## src/rtl/cellport_pkg.sv

```systemverilog
package cellport_pkg;
   typedef enum logic { ROLE_MASTER = 1'b0, ROLE_SLAVE = 1'b1 } role_e;
   typedef enum logic { BUS_NIBBLE = 1'b0, BUS_WORD = 1'b1 } width_e;
endpackage

```

## src/rtl/cellport_seq.sv

```systemverilog
module cellport_seq
   import cellport_pkg::*;
#(
   parameter int CELL_WORDS = 53,
   parameter int NPW        = 2,
   localparam int CNT_W     = $clog2(CELL_WORDS),
   localparam int PH_W      = (NPW > 1) ? $clog2(NPW) : 1
) (
   input  logic            clk,
   input  logic            rst,
   input  logic            bus_wide,
   input  logic            role_slave,
   input  logic            fifo_cell_rdy,
   input  logic            cell_avail,
   input  logic            en_n_in,
   output logic            busy,
   output width_e          wide_l,
   output role_e           slave_l,
   output logic [PH_W-1:0] phase,
   output logic            adv,
   output logic            first,
   output logic            pop
);
   logic [CNT_W-1:0] wcnt;
   logic             start, last_ph, last_w;

   assign start   = !busy && fifo_cell_rdy && cell_avail;
   assign adv     = busy && ((slave_l == ROLE_MASTER) || !en_n_in);
   assign last_ph = (wide_l == BUS_WORD) || (phase == PH_W'(NPW - 1));
   assign last_w  = (wcnt == CNT_W'(CELL_WORDS - 1));
   assign first   = (wcnt == '0) && (phase == '0);
   assign pop     = adv && last_ph;

   always_ff @(posedge clk) begin
      if (rst) begin
         busy    <= 1'b0;
         wcnt    <= '0;
         phase   <= '0;
         wide_l  <= BUS_NIBBLE;
         slave_l <= ROLE_MASTER;
      end else if (start) begin
         busy    <= 1'b1;
         wcnt    <= '0;
         phase   <= '0;
         wide_l  <= width_e'(bus_wide);
         slave_l <= role_e'(role_slave);
      end else if (adv) begin
         if (last_ph) begin
            phase <= '0;
            if (last_w) begin
               wcnt <= '0;
               busy <= 1'b0;
            end else begin
               wcnt <= wcnt + 1'b1;
            end
         end else begin
            phase <= phase + 1'b1;
         end
      end
   end


   start_gate_chk: assert property (@(posedge clk) disable iff (rst)
      $rose(busy) |-> $past(fifo_cell_rdy && cell_avail));

   mode_hold_chk: assert property (@(posedge clk) disable iff (rst)
      (busy && $past(busy)) |-> ($stable(wide_l) && $stable(slave_l)));

   cell_run_chk: assert property (@(posedge clk) disable iff (rst)
      (busy && !(pop && last_w)) |=> busy);

   wcnt_range_chk: assert property (@(posedge clk) disable iff (rst)
      wcnt <= CNT_W'(CELL_WORDS - 1));
endmodule

```

## src/rtl/cellport_fmt.sv

```systemverilog
module cellport_fmt
   import cellport_pkg::*;
#(
   parameter int WORD_W = 9,
   parameter int NIB_W  = 4,
   parameter int NPW    = 2,
   parameter int PH_W   = 1
) (
   input  logic [WORD_W-1:0] word,
   input  logic [PH_W-1:0]   phase,
   input  width_e            wide,
   input  role_e             slave,
   output logic [WORD_W-1:0] vec
);
   logic [NIB_W-1:0] nib [NPW];

   for (genvar g = 0; g < NPW; g++) begin : g_slice
      assign nib[g] = word[g*NIB_W +: NIB_W];
   end

   always_comb begin
      vec = '0;
      if (wide == BUS_WORD) begin
         vec = word;
      end else begin
         vec[NIB_W-1:0]  = nib[phase];
         vec[WORD_W-2]   = (slave == ROLE_MASTER);
         vec[WORD_W-1]   = word[WORD_W-1];
      end
   end
endmodule

```

## src/rtl/cell_fifo_txport.sv

```systemverilog
module cell_fifo_txport
   import cellport_pkg::*;
#(
   parameter int WORD_W     = 9,
   parameter int NIB_W      = 4,
   parameter int CELL_WORDS = 53
) (
   input  logic              clk,
   input  logic              rst,
   input  logic              bus_wide,
   input  logic              role_slave,
   input  logic [WORD_W-1:0] fifo_word,
   input  logic              fifo_cell_rdy,
   output logic              fifo_pop,
   input  logic              cell_avail,
   input  logic              en_n_in,
   output logic              en_n_out,
   output logic              soc,
   output logic [WORD_W-1:0] dout
);
   localparam int NPW  = (WORD_W - 1) / NIB_W;
   localparam int PH_W = (NPW > 1) ? $clog2(NPW) : 1;

   if (WORD_W < NIB_W + 2) begin : g_bad_width
      $error("WORD_W too narrow for nibble lane, strobe and ninth bit");
   end
   if (((WORD_W - 1) % NIB_W) != 0) begin : g_bad_split
      $error("WORD_W-1 must be a multiple of NIB_W");
   end
   if (CELL_WORDS < 2) begin : g_bad_cell
      $error("CELL_WORDS must be at least 2");
   end

   logic              busy, adv, first;
   width_e            wide_l;
   role_e             slave_l;
   logic [PH_W-1:0]   phase;
   logic [WORD_W-1:0] fmt_vec;

   cellport_seq #(.CELL_WORDS(CELL_WORDS), .NPW(NPW)) u_seq (
      .clk(clk), .rst(rst), .bus_wide(bus_wide), .role_slave(role_slave),
      .fifo_cell_rdy(fifo_cell_rdy), .cell_avail(cell_avail), .en_n_in(en_n_in),
      .busy(busy), .wide_l(wide_l), .slave_l(slave_l), .phase(phase),
      .adv(adv), .first(first), .pop(fifo_pop)
   );

   cellport_fmt #(.WORD_W(WORD_W), .NIB_W(NIB_W), .NPW(NPW), .PH_W(PH_W)) u_fmt (
      .word(fifo_word), .phase(phase), .wide(wide_l), .slave(slave_l), .vec(fmt_vec)
   );

   always_ff @(posedge clk) begin
      if (rst) begin
         dout     <= '0;
         soc      <= 1'b0;
         en_n_out <= 1'b1;
      end else begin
         en_n_out <= !(adv && (slave_l == ROLE_MASTER));
         soc      <= adv && first;
         if (adv) begin
            dout <= fmt_vec;
         end else if ((wide_l == BUS_NIBBLE) && (slave_l == ROLE_MASTER)) begin
            dout[WORD_W-2] <= 1'b0;
         end
      end
   end


   soc_single_chk: assert property (@(posedge clk) disable iff (rst)
      soc |=> !soc);

   soc_master_en_chk: assert property (@(posedge clk) disable iff (rst)
      (soc && (slave_l == ROLE_MASTER)) |-> !en_n_out);

   slave_en_idle_chk: assert property (@(posedge clk) disable iff (rst)
      ((slave_l == ROLE_SLAVE) && $past(slave_l == ROLE_SLAVE)) |-> en_n_out);

   nibble_pad_chk: assert property (@(posedge clk) disable iff (rst)
      (!en_n_out && (wide_l == BUS_NIBBLE)) |-> (dout[WORD_W-3:NIB_W] == '0));

   strobe_follow_chk: assert property (@(posedge clk) disable iff (rst)
      (busy && $past(busy) && (wide_l == BUS_NIBBLE) && (slave_l == ROLE_MASTER))
      |-> (dout[WORD_W-2] == !en_n_out));
endmodule

```

## config.mk

```make
export PLATFORM = sky130hd
export DESIGN_NAME = cell_fifo_txport
export DESIGN_NICKNAME = d
export VERILOG_FILES = /design/src/rtl/cellport_pkg.sv /design/src/rtl/cellport_seq.sv /design/src/rtl/cellport_fmt.sv /design/src/rtl/cell_fifo_txport.sv
export SDC_FILE = /design/constraint.sdc
export NUM_CORES = 1
export LEC_CHECK = 0
export ABC_AREA = 1
export CAP_MARGIN = 30
export CORE_MARGIN = 5
export CORE_UTILIZATION = 45
export CTS_CLUSTER_DIAMETER = 80
export CTS_CLUSTER_SIZE = 30
export DETAILED_ROUTE_END_ITERATION = 8
export GPL_TIMING_DRIVEN = 0
export PLACE_DENSITY = 0.82
export SYNTH_ARGS = -nofsm -noshare
export SYNTH_HDL_FRONTEND = slang
export SYNTH_SLANG_ARGS = --single-unit
```

## constraint.sdc

```tcl
create_clock -name clk -period 1.2 [get_ports clk]
set_input_delay 0.24 -clock clk [delete_from_list [all_inputs] [get_ports clk]]
set_output_delay 0.24 -clock clk [all_outputs]
set_load 0.03 [all_outputs]
```

== Yosys cells after proc, flatten, opt, wreduce, memory -nomap -nowiden ==
Cells that the tools add are included.

* $add $sub $neg: 2
* $lt $le $gt $ge: 1
* Eq/ne operators: 1
* Multiplexer cells: 14
* Bitwise operators: 4
* Reductions and logical operators: 21

{| class="wikitable"
|+ Operators with widths
! kind !! number
|-
| $mux 4 || 4
|-
| $logic_and 1x1->1 || 8
|-
| $mux 1 || 8
|-
| $reduce_bool 2->1 || 4
|-
| $add 6x1->6 const B || 1
|-
| $eq 6x6->1 const B || 1
|-
| $logic_not 6->1 || 1
|-
| $mux 6 || 1
|-
| $logic_not 1->1 || 3
|-
| $mux 3 || 1
|-
| $not 1->1 || 3
|-
| $reduce_and 3->1 || 1
|-
| $ge 2x2->1 const B || 1
|-
| $logic_or 1x1->1 || 2
|-
| $not 1->2 || 1
|-
| $reduce_and 2->1 || 1
|-
| $reduce_or 2->1 || 1
|-
| $add 1x1->1 const B || 1
|}

* Bits in registers: 21
* Input port bits: 16
* Output and inout port bits: 12
* Logic and storage cells: 52

== Logic depth before layout (Yosys ltp) ==
Gate-level depths: netlist of run 1.

* Depth in word-level cells: 5
* Gate-level depth with buffers: 8
* Depth with buffers taken out: 8

== Hierarchy ==
From an unflattened synthesis of run 1, not the netlist that was laid out.

* Cell total of the unflattened synthesis: 152
* Area total of the unflattened synthesis: 1026.0 um^2

{| class="wikitable"
|+ Modules (own cells, without submodules)
! module !! times used !! cells an instance !! area an instance (um^2) !! sequential area each (um^2)
|-
| cellport_seq || 1 || 82 || 555.5 || 200.2
|-
| cell_fifo_txport || 1 || 47 || 366.6 || 220.2
|-
| cellport_fmt || 1 || 23 || 103.8 || 0.0
|}

== Least setup slack after synthesis of run 1 ==
Ideal clock, no wire load.

* Path kind: reg-to-reg
* Start point: register u_seq.wcnt[0]
* End point: register u_seq.wcnt[0]
* Setup time: 0.065 ns
* Arrival time: 1.008 ns
* Required time: 1.135 ns
* Setup slack: 0.127 ns
* Cell stages (with the launch flop): 8
* Path buffers: 0
* Period minus slack after synthesis: 1.073 ns
* Cells stage by stage: dfxtp_1 inv_1 ha_1 nand3_1 nor2_1 nand2_1 nand3_1 nor2_1

* Cells in the longest elaborated chain, start to end: 2
* Elaborated cells on any way between the ends: 3
* Those cells by class: add/sub: 1; eq/ne: 1; mux: 1

{| class="wikitable"
|+ Ends and longest elaborated chain
! item !! line !! RTL
|-
| start: declaration || cellport_seq.sv:24 || <nowiki>logic [CNT_W-1:0] wcnt;</nowiki>
|-
| start signal: assignment || cellport_seq.sv:54 || <nowiki>wcnt <= wcnt + 1'b1;</nowiki>
|-
| $add 6x1->6 / $eq 6x6->1 (equally long branches) || cellport_seq.sv:54, cellport_seq.sv:30 ||
|-
| $mux 6 * || cellport_seq.sv:50 || <nowiki>if (last_w) begin</nowiki>
|}

Mark *: on every way between the ends. The rest lies on a longest branch, timed or not.
A chain may end at the register's enable or synchronous reset.

== Worst setup path after layout of run 1 ==
* Start point: register u_seq.slave_l
* End point: output fifo_pop

* Cells in the longest elaborated chain, start to end: 4

{| class="wikitable"
|+ Ends and longest elaborated chain
! item !! line !! RTL
|-
| start: declaration || cellport_seq.sv:18 || <nowiki>output role_e slave_l,</nowiki>
|-
| start signal: assignment || cellport_seq.sv:46 || <nowiki>slave_l <= role_e'(role_slave);</nowiki>
|-
| $not 1->1 || cellport_seq.sv:28 || <nowiki>assign adv = busy && ((slave_l == ROLE_MASTER) || !en_n_in);</nowiki>
|-
| $logic_or 1x1->1 || cellport_seq.sv:28 ||
|-
| $logic_and 1x1->1 || cellport_seq.sv:28 ||
|-
| $logic_and 1x1->1 || cellport_seq.sv:32 || <nowiki>assign pop = adv && last_ph;</nowiki>
|-
| end: declaration || cell_fifo_txport.sv:14 || <nowiki>output logic fifo_pop,</nowiki>
|}

No other way between the ends.

==> impl_metrics.tcl, run 1 <==
set metrics [dict create \
    synth.distinct_cells 19 \
    insertion_delay_ps 310 \
    die-area_sq_mm 0.00315 \
    rsz0062_at_grt "yes" \
    worst-path-buf-inv 2 \
    crit_required_ps 960 \
    status "complete, but fails checks" \
    synth-seq-cells 21 \
    grt_remaining_overflow 0 \
    num_io_pins 28 \
    synth_warnings 0 \
    grt_max_degree 13 \
    violations "negative setup slack" \
    grt_pass1_vias 824 \
    hold_ws_ps 200 \
    cts_hold_buf 0 \
    synth_nets 154 \
    routedWlPerCell_um 12.0 \
    drt_iter0_drc 30 \
    syn2layout_area_growth_pct 45.4 \
    cts_buffer_depth 2 \
    final.period_utilization_pct 113 \
    drc_errors 0 \
    cp-startpoint "u_seq.slave_l$_SDFFE_PP0P_" \
    critical_path.slowest_cell "dfxtp_2" \
    critPathKind "reg -> out" \
    yosysSeqAreaShare_pct 44.0 \
    post-place-ws_ps -894 \
    maxSlewViolCount 0 \
    ant_nets 0 \
    antenna_found_initial 0 \
    hold_violations 0 \
    n_antenna_cell 0 \
    ir_worst_vdd_uv 859 \
    hpwl_um 1590 \
    yosys.area.top_type "dfxtp_1" \
    syn_inst 136 \
    slew_headroom_pct 79.3 \
    r2r-start "u_seq.slave_l$_SDFFE_PP0P_" \
    die_w_um 56.1 \
    fin_skew_ps 2.92 \
    min_period_ps 1350 \
    power_leakage_nw 0.607 \
    power.density_mw_per_mm2 1030 \
    min-delay-start "rst" \
    cpMostUsedCell "buf_6" \
    cts_sinks 21 \
    slowest_delay_ps 340 \
    cap_violations 0 \
    cts-root-buf "clkbuf_4" \
    setup_violations 2 \
    avgSynthCellArea_sq_um 7.03 \
    fp.dieH_um 56.1 \
    critPathTopFamily "flip-flops" \
    synthTopCellsByArea "dfxtp_1 (44%), nand2_1 (14%), nand3_1 (11%)" \
    grt_pass1_wl_um 3550 \
    cts_buffers 3 \
    portBuffers 26 \
    worst_slack_ps -154 \
    max_freq_mhz 739 \
    cts.htree.levels 1 \
    dr.pass1.iters 4 \
    synth_area_sq_um 956 \
    wl_um 2420 \
    nNetsFinal 194 \
    routabilityCongestion 0.829 \
    crit_path_cell_trace "nand2_2, nand2_4, nor2_4, buf_6, buf_6" \
    tns_ps -155 \
    cts_tree "yes" \
    worstPathArrival_ps 1110 \
    hold_path.class "in -> reg" \
    clkTransAtPathRegs_ps 120 \
    dr_total_vias 1001 \
    row_count 16 \
    layout-drive-gt1-share_pct 29.7 \
    synth_top_cell_area_share_pct 44.0 \
    crit_path_max_fanout 2 \
    core_area_sq_mm 0.00200 \
    viasPerCell 4.96 \
    cp-start-kind "flop" \
    place_inst 189 \
    instances_no_fill 202 \
    start_util_pct 47.8 \
    worstMarginPinSlew_ps 310 \
    globalRouteTotalUtil_pct 13.9 \
    power_mw 1.43 \
    endpoint_kind "output pin" \
]
==> registers in the layout (all words and copies together), names as in the netlist <==
signal / count
dout: 9
en_n_out: 1
soc: 1
u_seq.busy: 1
u_seq.phase: 1
u_seq.slave_l: 1
u_seq.wcnt: 6
u_seq.wide_l: 1
==> kinds of logic after synthesis <==
kind of cell / Yosys count / share of synthesized area (%)
compound gates: 18 / 10.2
fa+ha+maj: 2 / 2.62
buf+inv: 21 / 9.55
flops: 21 / 44.0
simple gates: 74 / 33.6
==> stage by stage <==
stage / utilization, % / cell area, sq um
2_1_floorplan: - / 956
3_3_place_gp: 62.4 / 1250
3_5_place_dp: 62.4 / 1250
4_1_cts: 66.3 / 1330
5_1_grt: 69.4 / 1390
6_report: 69.4 / 1390
==> cell usage in the layout, fill, tap and decap left out, types with 2 or more instances in the layout <==
cell type | synthesis | layout
o211ai_1 | 3 | 3
nand3_2 | 0 | 3
clkbuf_4 | 0 | 3
buf_6 | 1 | 4
nand2_1 | 36 | 34
ha_2 | 0 | 2
dfxtp_2 | 0 | 5
o21ai_1 | 0 | 2
nand3_1 | 21 | 17
inv_2 | 1 | 2
nand2_2 | 1 | 2
dfxtp_1 | 21 | 15
clkdlybuf4s50_1 | 0 | 13
buf_2 | 1 | 11
inv_1 | 16 | 14
buf_4 | 1 | 7
o21ai_0 | 6 | 4
a21oi_2 | 0 | 3
nor2_4 | 1 | 2
a21oi_1 | 9 | 6
nor2_1 | 12 | 11
==> cell usage after synthesis, drive strengths merged <==
master,instances
nand2,37
dfxtp,21
nand3,21
inv,17
nor2,14
a21oi,9
o21ai,6
buf,3
o211ai,3
ha,2
clkinv,1
nand3b,1
nor3,1
==> what timing repair did <==
action,4_1_cts,5_1_grt
pin swaps,1,7
endpoints found under the setup margin,21,21
setup buffers,2,6
cloned,0,1
gates resized for setup,57,38
==> worst paths after layout <==
check	endpoint	slack (ps)	cells after the start
worst max-delay path	fifo_pop	-150	5
worst min-delay path	dout[4]$_SDFFE_PP0P_	200	2
worst max register to register	dout[2]$_SDFFE_PP0P_	0	9
worst min register to register	dout[5]$_SDFFE_PP0P_	470	2
==> report_power, final <==
| part | switching [mW] | internal, mW |
|---|---|---|
| sequential | 0.0261 | 0.731 |
| combinational | 0.178 | 0.143 |
| clock | 0.225 | 0.124 |
| total | 0.430 | 0.998 |
==> area by class of cell <==
cell class	instances	area, sq um
repair buffers	35	290
multi-input cells	94	505
plain buffers	3	27.5
inverters	18	75.1
fillers	168	612
well taps	27	33.8
clock buffers	3	22.5
clock inverters	1	5.00
flip-flops and latches	21	430
==> layer usage <==
metal	part of all wire, %	routed length [um]	global-route usage, %
met2	48	1150	23.0
met1	47	1130	17.9
met5	0	0	0
met3	3.6	86	1.62
met4	2.2	53	6.10
(Power assumes the default switching activity.)
==> run 2: changes to the inputs <==
--- a/config.mk
+++ b/config.mk
@@ -12,7 +12,6 @@
 export CTS_CLUSTER_DIAMETER = 80
 export CTS_CLUSTER_SIZE = 30
 export DETAILED_ROUTE_END_ITERATION = 8
-export GPL_TIMING_DRIVEN = 0
 export PLACE_DENSITY = 0.82
 export SYNTH_ARGS = -nofsm -noshare
 export SYNTH_HDL_FRONTEND = slang
==> run 2 against run 1 <==
  * The flow still finishes with violations (negative setup slack)
  * Clock power is 3% lower
  * Critical path depth unchanged
  * Maximum frequency grew 3.8%
  * Sequential power about the same
  * Cell count is 3.5% higher
  * Register-to-register slack is essentially flat
  * Global-route usage rose by 2.8 points
  * First-iteration DRC count up 57%
==> impl_metrics.tcl, run 2 (same netlist as run 1, synthesis figures left out) <==
set metrics [dict create \
    multiInputGateArea_sq_um 479 \
    grtUsageMet2_pct 28.7 \
    top_regs "dout: 9 flops, u_seq.wcnt: 6 flops" \
    p_seq_share_pct 52.2 \
    insertion_delay_ps 310 \
    num_io_pins 28 \
    cp-start-kind "input pin" \
    reg2reg_slack_ps 0 \
    globalRouteTotalUtil_pct 16.7 \
    viasPerCell 5.22 \
    hold_path.class "reg -> reg" \
    setup_violations 2 \
    met3_usage_pct 2.32 \
    tns_ps -136 \
    core_area_sq_mm 0.00200 \
    worstReg2RegEnd "dout[3]$_SDFFE_PP0P_" \
    grt-busiest-layer "met2" \
    power_leakage_nw 0.637 \
    critPathKind "in -> out" \
    max_freq_mhz 767 \
    worstPathArrival_ps 1060 \
    cts_tree "yes" \
    min_period_ps 1300 \
    die-area_sq_mm 0.00315 \
    nNetsFinal 201 \
    register_area_sq_um 433 \
    layout-drive-gt1-share_pct 28.6 \
    cts_buffer_depth 2 \
    worst_slack_ps -103 \
    fillCellCount 161 \
    ant_nets 0 \
    die_w_um 56.1 \
    power_mw 1.45 \
    critPathTopFamily "buffers and inverters" \
    grt_pass1_wl_um 4200 \
    intPower_mw 1.02 \
    final_cell_mix "nand2_1 (33), buf_4 (29), nand3_1 (20)" \
    n_antenna_cell 0 \
    regMostFlops "dout" \
    slew_headroom_pct 78.5 \
    start_util_pct 47.8 \
    cts.htree.levels 1 \
    antenna_found_initial 0 \
    routedWlPerCell_um 14.3 \
    p_sw_share_pct 29.9 \
    maxSlewViolCount 0 \
    reg2reg_depth 8 \
    worst-path-buf-inv 2 \
    rsz0062_at_grt "yes" \
    r2r-start "u_seq.slave_l$_SDFFE_PP0P_" \
    routabilityCongestion 0.857 \
    crit_path_max_fanout 2 \
    pwr-share-clk_pct 23.5 \
    violations "negative setup slack" \
    cts-root-buf "clkbuf_4" \
    critical_path.slowest_cell "clkdlybuf4s50_1" \
    portBuffers 27 \
    cts_buffers 3 \
    status "complete, but fails checks" \
    hold_violations 0 \
    endpoint_kind "output pin" \
    min-delay-start "u_seq.busy$_SDFFE_PP0P_" \
    grtUsageMet1_pct 20.7 \
    dr.pass1.iters 7 \
    final.period_utilization_pct 109 \
    cts_hold_buf 0 \
    cap_violations 0 \
    holdPathEnd "en_n_out$_SDFF_PP1_" \
    fin_skew_ps 8.40 \
    cts_sinks 21 \
    wl_um 2990 \
    drt_iter0_drc 47 \
    grt_remaining_overflow 0 \
    largest_register_ff_count 9 \
    power.density_mw_per_mm2 1020 \
    slowest_delay_ps 420 \
    fp.dieH_um 56.1 \
    clkTransAtPathRegs_ps 110 \
    switchingPower_mw 0.434 \
    hpwl_um 1910 \
    grt_max_degree 13 \
    worstMarginPinSlew_ps 322 \
    ir_worst_vdd_uv 791 \
    hold_depth 1 \
    row_count 16 \
    comb_power_share_pct 24.3 \
    grt_pass1_vias 955 \
    dr_total_vias 1091 \
    layout_commonest_cell "nand2_1" \
    syn2layout_area_growth_pct 49.5 \
    crit_required_ps 960 \
    drc_errors 0 \
    crit_path_cell_trace "clkdlybuf4s50_1, nand2_2, nand2_4, nor2_4, buf_6" \
]
-- run 2: cell types whose count changed in the layout (fill, tap and decap cells not counted), moves of 2 or more --
cell	change
buf_4	+22
buf_2	-11
a21oi_2	-3
nand3_1	+3
clkdlybuf4s50_1	+2
a21oi_1	+3
buf_6	-3
nand3_2	-3
-- run 2: repair_timing --
action,CTS,global route
pin swaps,2,6
setup endpoints to repair,7,14
setup buffers,2,5
gates resized for setup,8,15
-- run 2: per-layer routing --
layer | up-vias | part of all wire (%)
met2 | 54 | 52
li1 | 528 | -
met4 | 0 | 4.8
met3 | 18 | 6.0
met1 | 491 | 37
met5 | - | 0
-- run 2: area by class of cell --
type | instances | area share, %
Multi-Input combinational cell | 94 | 33.5
Timing Repair Buffer | 45 | 26.5
Inverter | 18 | 5.34
Tap cell | 27 | 2.36
Clock inverter | 1 | 0.350
Clock buffer | 3 | 1.58
Sequential cell | 21 | 30.3
-- run 2: worst register-to-register path, delay by kind of cell, from the launching register on --
family	cells	cell delay [ps]
buffers and inverters	3	340
DFF	1	350
and+or+nand+nor	3	220
AOI/OAI and AO/OA	2	220
-- run 2: worst max-delay path by stage --
stage	cells after the start	end	startpoint	slack, ps
2_1_floorplan	7	u_seq.wcnt[0]$_SDFFE_PP0P_	u_seq.wcnt[0]$_SDFFE_PP0P_	130
3_3_place_gp	7	u_seq.wcnt[0]$_SDFFE_PP0P_	en_n_in	-210
3_5_place_dp	7	u_seq.wcnt[0]$_SDFFE_PP0P_	en_n_in	-290
4_1_cts	4	fifo_pop	u_seq.slave_l$_SDFFE_PP0P_	-100
5_1_grt	5	fifo_pop	en_n_in	-120
6_report	5	fifo_pop	en_n_in	-100
-- run 2: power groups by stage --
stage | sequential, mW | combinational (mW) | clock [mW]
5_1_grt | 0.763 | 0.377 | 0.385
4_1_cts | 0.754 | 0.313 | 0.357
3_3_place_gp | 0.766 | 0.291 | 0
2_1_floorplan | 0.808 | 0.115 | 0
3_5_place_dp | 0.768 | 0.297 | 0
6_report | 0.758 | 0.353 | 0.341
-- run 2: stage by stage --
step / utilization (%) / setup WS, ps / hold WS [ps] / instance area, sq um / cells
2_1_floorplan: - / 127 / 383 / 956 / 136
3_5_place_dp: 64.4 / -291 / 445 / 1290 / 198
5_1_grt: 71.4 / -119 / 489 / 1430 / 209
4_1_cts: 67.7 / -99.8 / 463 / 1360 / 204
3_3_place_gp: 64.4 / -209 / 449 / 1290 / 198
6_report: 71.4 / -103 / 469 / 1430 / 209
==> run 3: changes to the inputs <==
--- a/config.mk
+++ b/config.mk
@@ -7,12 +7,14 @@
 export LEC_CHECK = 0
 export ABC_AREA = 1
 export CAP_MARGIN = 30
+export CELL_PAD_IN_SITES_DETAIL_PLACEMENT = 2
+export CELL_PAD_IN_SITES_GLOBAL_PLACEMENT = 2
 export CORE_MARGIN = 5
-export CORE_UTILIZATION = 45
+export CORE_UTILIZATION = 26
 export CTS_CLUSTER_DIAMETER = 80
 export CTS_CLUSTER_SIZE = 30
 export DETAILED_ROUTE_END_ITERATION = 8
-export PLACE_DENSITY = 0.82
+export PLACE_DENSITY = 0.86
 export SYNTH_ARGS = -nofsm -noshare
 export SYNTH_HDL_FRONTEND = slang
 export SYNTH_SLANG_ARGS = --single-unit
==> constraint.sdc (replaced) <==
create_clock -name clk -period 1.6 [get_ports clk]
set_input_delay 0.32 -clock clk [delete_from_list [all_inputs] [get_ports clk]]
set_output_delay 0.32 -clock clk [all_outputs]
set_load 0.03 [all_outputs]
==> run 3 against run 2 <==
  * The run now ends clean
  * First-iteration DRC count is 81% lower
  * Via count shrank 7.6%
  * Critical endpoint is now soc
  * Critical path depth decreased by 4
  * Worst hold slack worse by 8.1 ps
  * Clock power up 1%
  * Sequential share of layout area up 0.76 points
  * Routed wire length is 1.2% higher
  * Sequential power decreased by 25%
  * Power is 23% lower
==> impl_metrics.tcl, run 3 (same netlist as run 1, synthesis figures left out) <==
set metrics [dict create \
    min_period_ps 1550 \
    fin_area_sq_mm 0.00135 \
    nNetsFinal 188 \
    slew_headroom_pct 78.3 \
    start_util_pct 26.5 \
    reg2reg_slack_ps 290 \
    switchingPower_mw 0.307 \
    cts-root-buf "clkbuf_8" \
    cts_buffers 3 \
    fp.dieH_um 70.6 \
    hpwl_um 2530 \
    cts_buffer_depth 2 \
    top_regs "dout: 9 flops, u_seq.wcnt: 6 flops" \
    critPathTopFamily "buffers and inverters" \
    worstMarginPinSlew_ps 324 \
    tns_ps 0 \
    globalRouteTotalUtil_pct 13.2 \
    grt_pass1_vias 1194 \
    cap_violations 0 \
    crit_cells 1 \
    worstReg2RegEnd "u_seq.wcnt[0]$_SDFFE_PP0P_" \
    layout_commonest_cell "nand2_1" \
    core_area_sq_mm 0.00361 \
    r2r-start "u_seq.wcnt[0]$_SDFFE_PP0P_" \
    cp-startpoint "soc$_SDFF_PP0_" \
    cts_sinks 21 \
    portBuffers 27 \
    regMostFlops "dout" \
    post_cts_buffers 0 \
    cts_hold_buf 0 \
    viasPerCell 4.65 \
    intPower_mw 0.816 \
    clkTransAtPathRegs_ps 70 \
    final_util_pct 37.5 \
    routabilityCongestion 0.752 \
    grt_max_degree 15 \
    crit_path_max_fanout 1 \
    crit_path_cell_trace "clkdlybuf4s50_1" \
    syn2layout_area_growth_pct 41.6 \
    endpoint_kind "output pin" \
    largest_register_ff_count 9 \
    critical_path.slowest_cell "clkdlybuf4s50_1" \
    worstSetupEndpoint "soc" \
    setup_violations 0 \
    routedWlPerCell_um 13.9 \
    reg2reg_depth 7 \
    insertion_delay_ps 260 \
    dr.pass1.iters 2 \
    place_area_sq_mm 0.00130 \
    max_freq_mhz 644 \
    place_inst 213 \
    pwr-share-clk_pct 30.7 \
    worstPathArrival_ps 1230 \
    instances_no_fill 217 \
    n_antenna_cell 0 \
    hold_violations 0 \
    power.density_mw_per_mm2 830 \
    layout-drive-gt1-share_pct 7.69 \
    ant_nets 0 \
    wl_um 3030 \
    dr_total_vias 1008 \
    antenna_found_initial 0 \
    comb_power_share_pct 19.0 \
    worst-path-buf-inv 1 \
    p_seq_share_pct 50.4 \
    drc_errors 0 \
    final_cell_mix "nand2_1 (36), nand3_1 (21), dfxtp_1 (21)" \
    cts_tree "yes" \
    slowest_delay_ps 660 \
    ir_worst_vdd_uv 340 \
    num_io_pins 28 \
    crit_required_ps 1280 \
    cp-start-kind "flop" \
    row_count 22 \
    die-area_sq_mm 0.00499 \
    grt_remaining_overflow 0 \
    final.period_utilization_pct 97.1 \
    critPathKind "reg -> out" \
    hold_path.class "reg -> reg" \
    rsz0062_at_grt "no" \
    cts.htree.levels 1 \
    grt_pass1_wl_um 5330 \
    power_leakage_nw 0.654 \
    maxSlewViolCount 0 \
    drt_iter0_drc 9 \
    fin_skew_ps 0.792 \
    die_w_um 70.6 \
    status "finished clean" \
    p_sw_share_pct 27.4 \
    min-delay-start "u_seq.busy$_SDFFE_PP0P_" \
]
## run 3: changes by cell type in the layout (fill, tap and decap cells not counted), moves of 3 or more
cell            previous run  this run
clkbuf_4                   3         0
clkbuf_8                   0         3
buf_4                     29         5
dfxtp_2                    4         0
nand2_1                   33        36
dlymetal6s2s_1             0         5
dlygate4sd2_1              0         4
dfxtp_1                   15        21
## run 3: power by group through the flow
stage | clock network (mW) | registers [mW] | logic [mW]
finish | 0.345 | 0.566 | 0.213
global route | 0.376 | 0.570 | 0.234
CTS | 0.358 | 0.567 | 0.217
detailed placement | 0 | 0.579 | 0.221
global placement | 0 | 0.577 | 0.213
floorplan | 0 | 0.606 | 0.0860
## run 3: what timing repair did
action                                  CTS  global route
pin swaps                                 0             0
gates resized for setup                   4             6
endpoints found under the setup margin    4             6
## run 3: worst min path at each step
| stage | to | slack, ps | cells after the start |
|---|---|---|---|
| floorplan | en_n_out$_SDFF_PP1_ | 410 | 1 |
| global placement | en_n_out$_SDFF_PP1_ | 430 | 1 |
| detailed placement | en_n_out$_SDFF_PP1_ | 450 | 1 |
| CTS | en_n_out$_SDFF_PP1_ | 470 | 1 |
| global route | en_n_out$_SDFF_PP1_ | 480 | 1 |
| finish | en_n_out$_SDFF_PP1_ | 460 | 1 |
## run 3: area by class of cell
| cell class | count | area, sq um |
|---|---|---|
| timing repair buffer | 32 | 317 |
| inverter | 18 | 67.6 |
| multi-input combinational | 94 | 444 |
| fill | 462 | 2250 |
| tap | 48 | 60.1 |
| clock buffer | 4 | 45.0 |
| sequential | 21 | 420 |
## run 3: metrics by stage
step	setup WS, ps	hold WS [ps]	power, mW
finish	46.6	461	1.12
detailed placement	14.7	448	0.800
CTS	0.424	466	1.14
floorplan	505	414	0.692
global placement	89.0	434	0.790
global route	3.24	480	1.18
## run 3: metal layers
layer	wire (um)	vias to the layer above	share of wire [%]	GRT usage, %
li1	-	499	-	-
met1	1240	485	41	13.8
met2	1620	20	54	25.9
met3	125	4	4.1	2.98
met4	34	0	1.1	3.76
met5	0	-	0	0
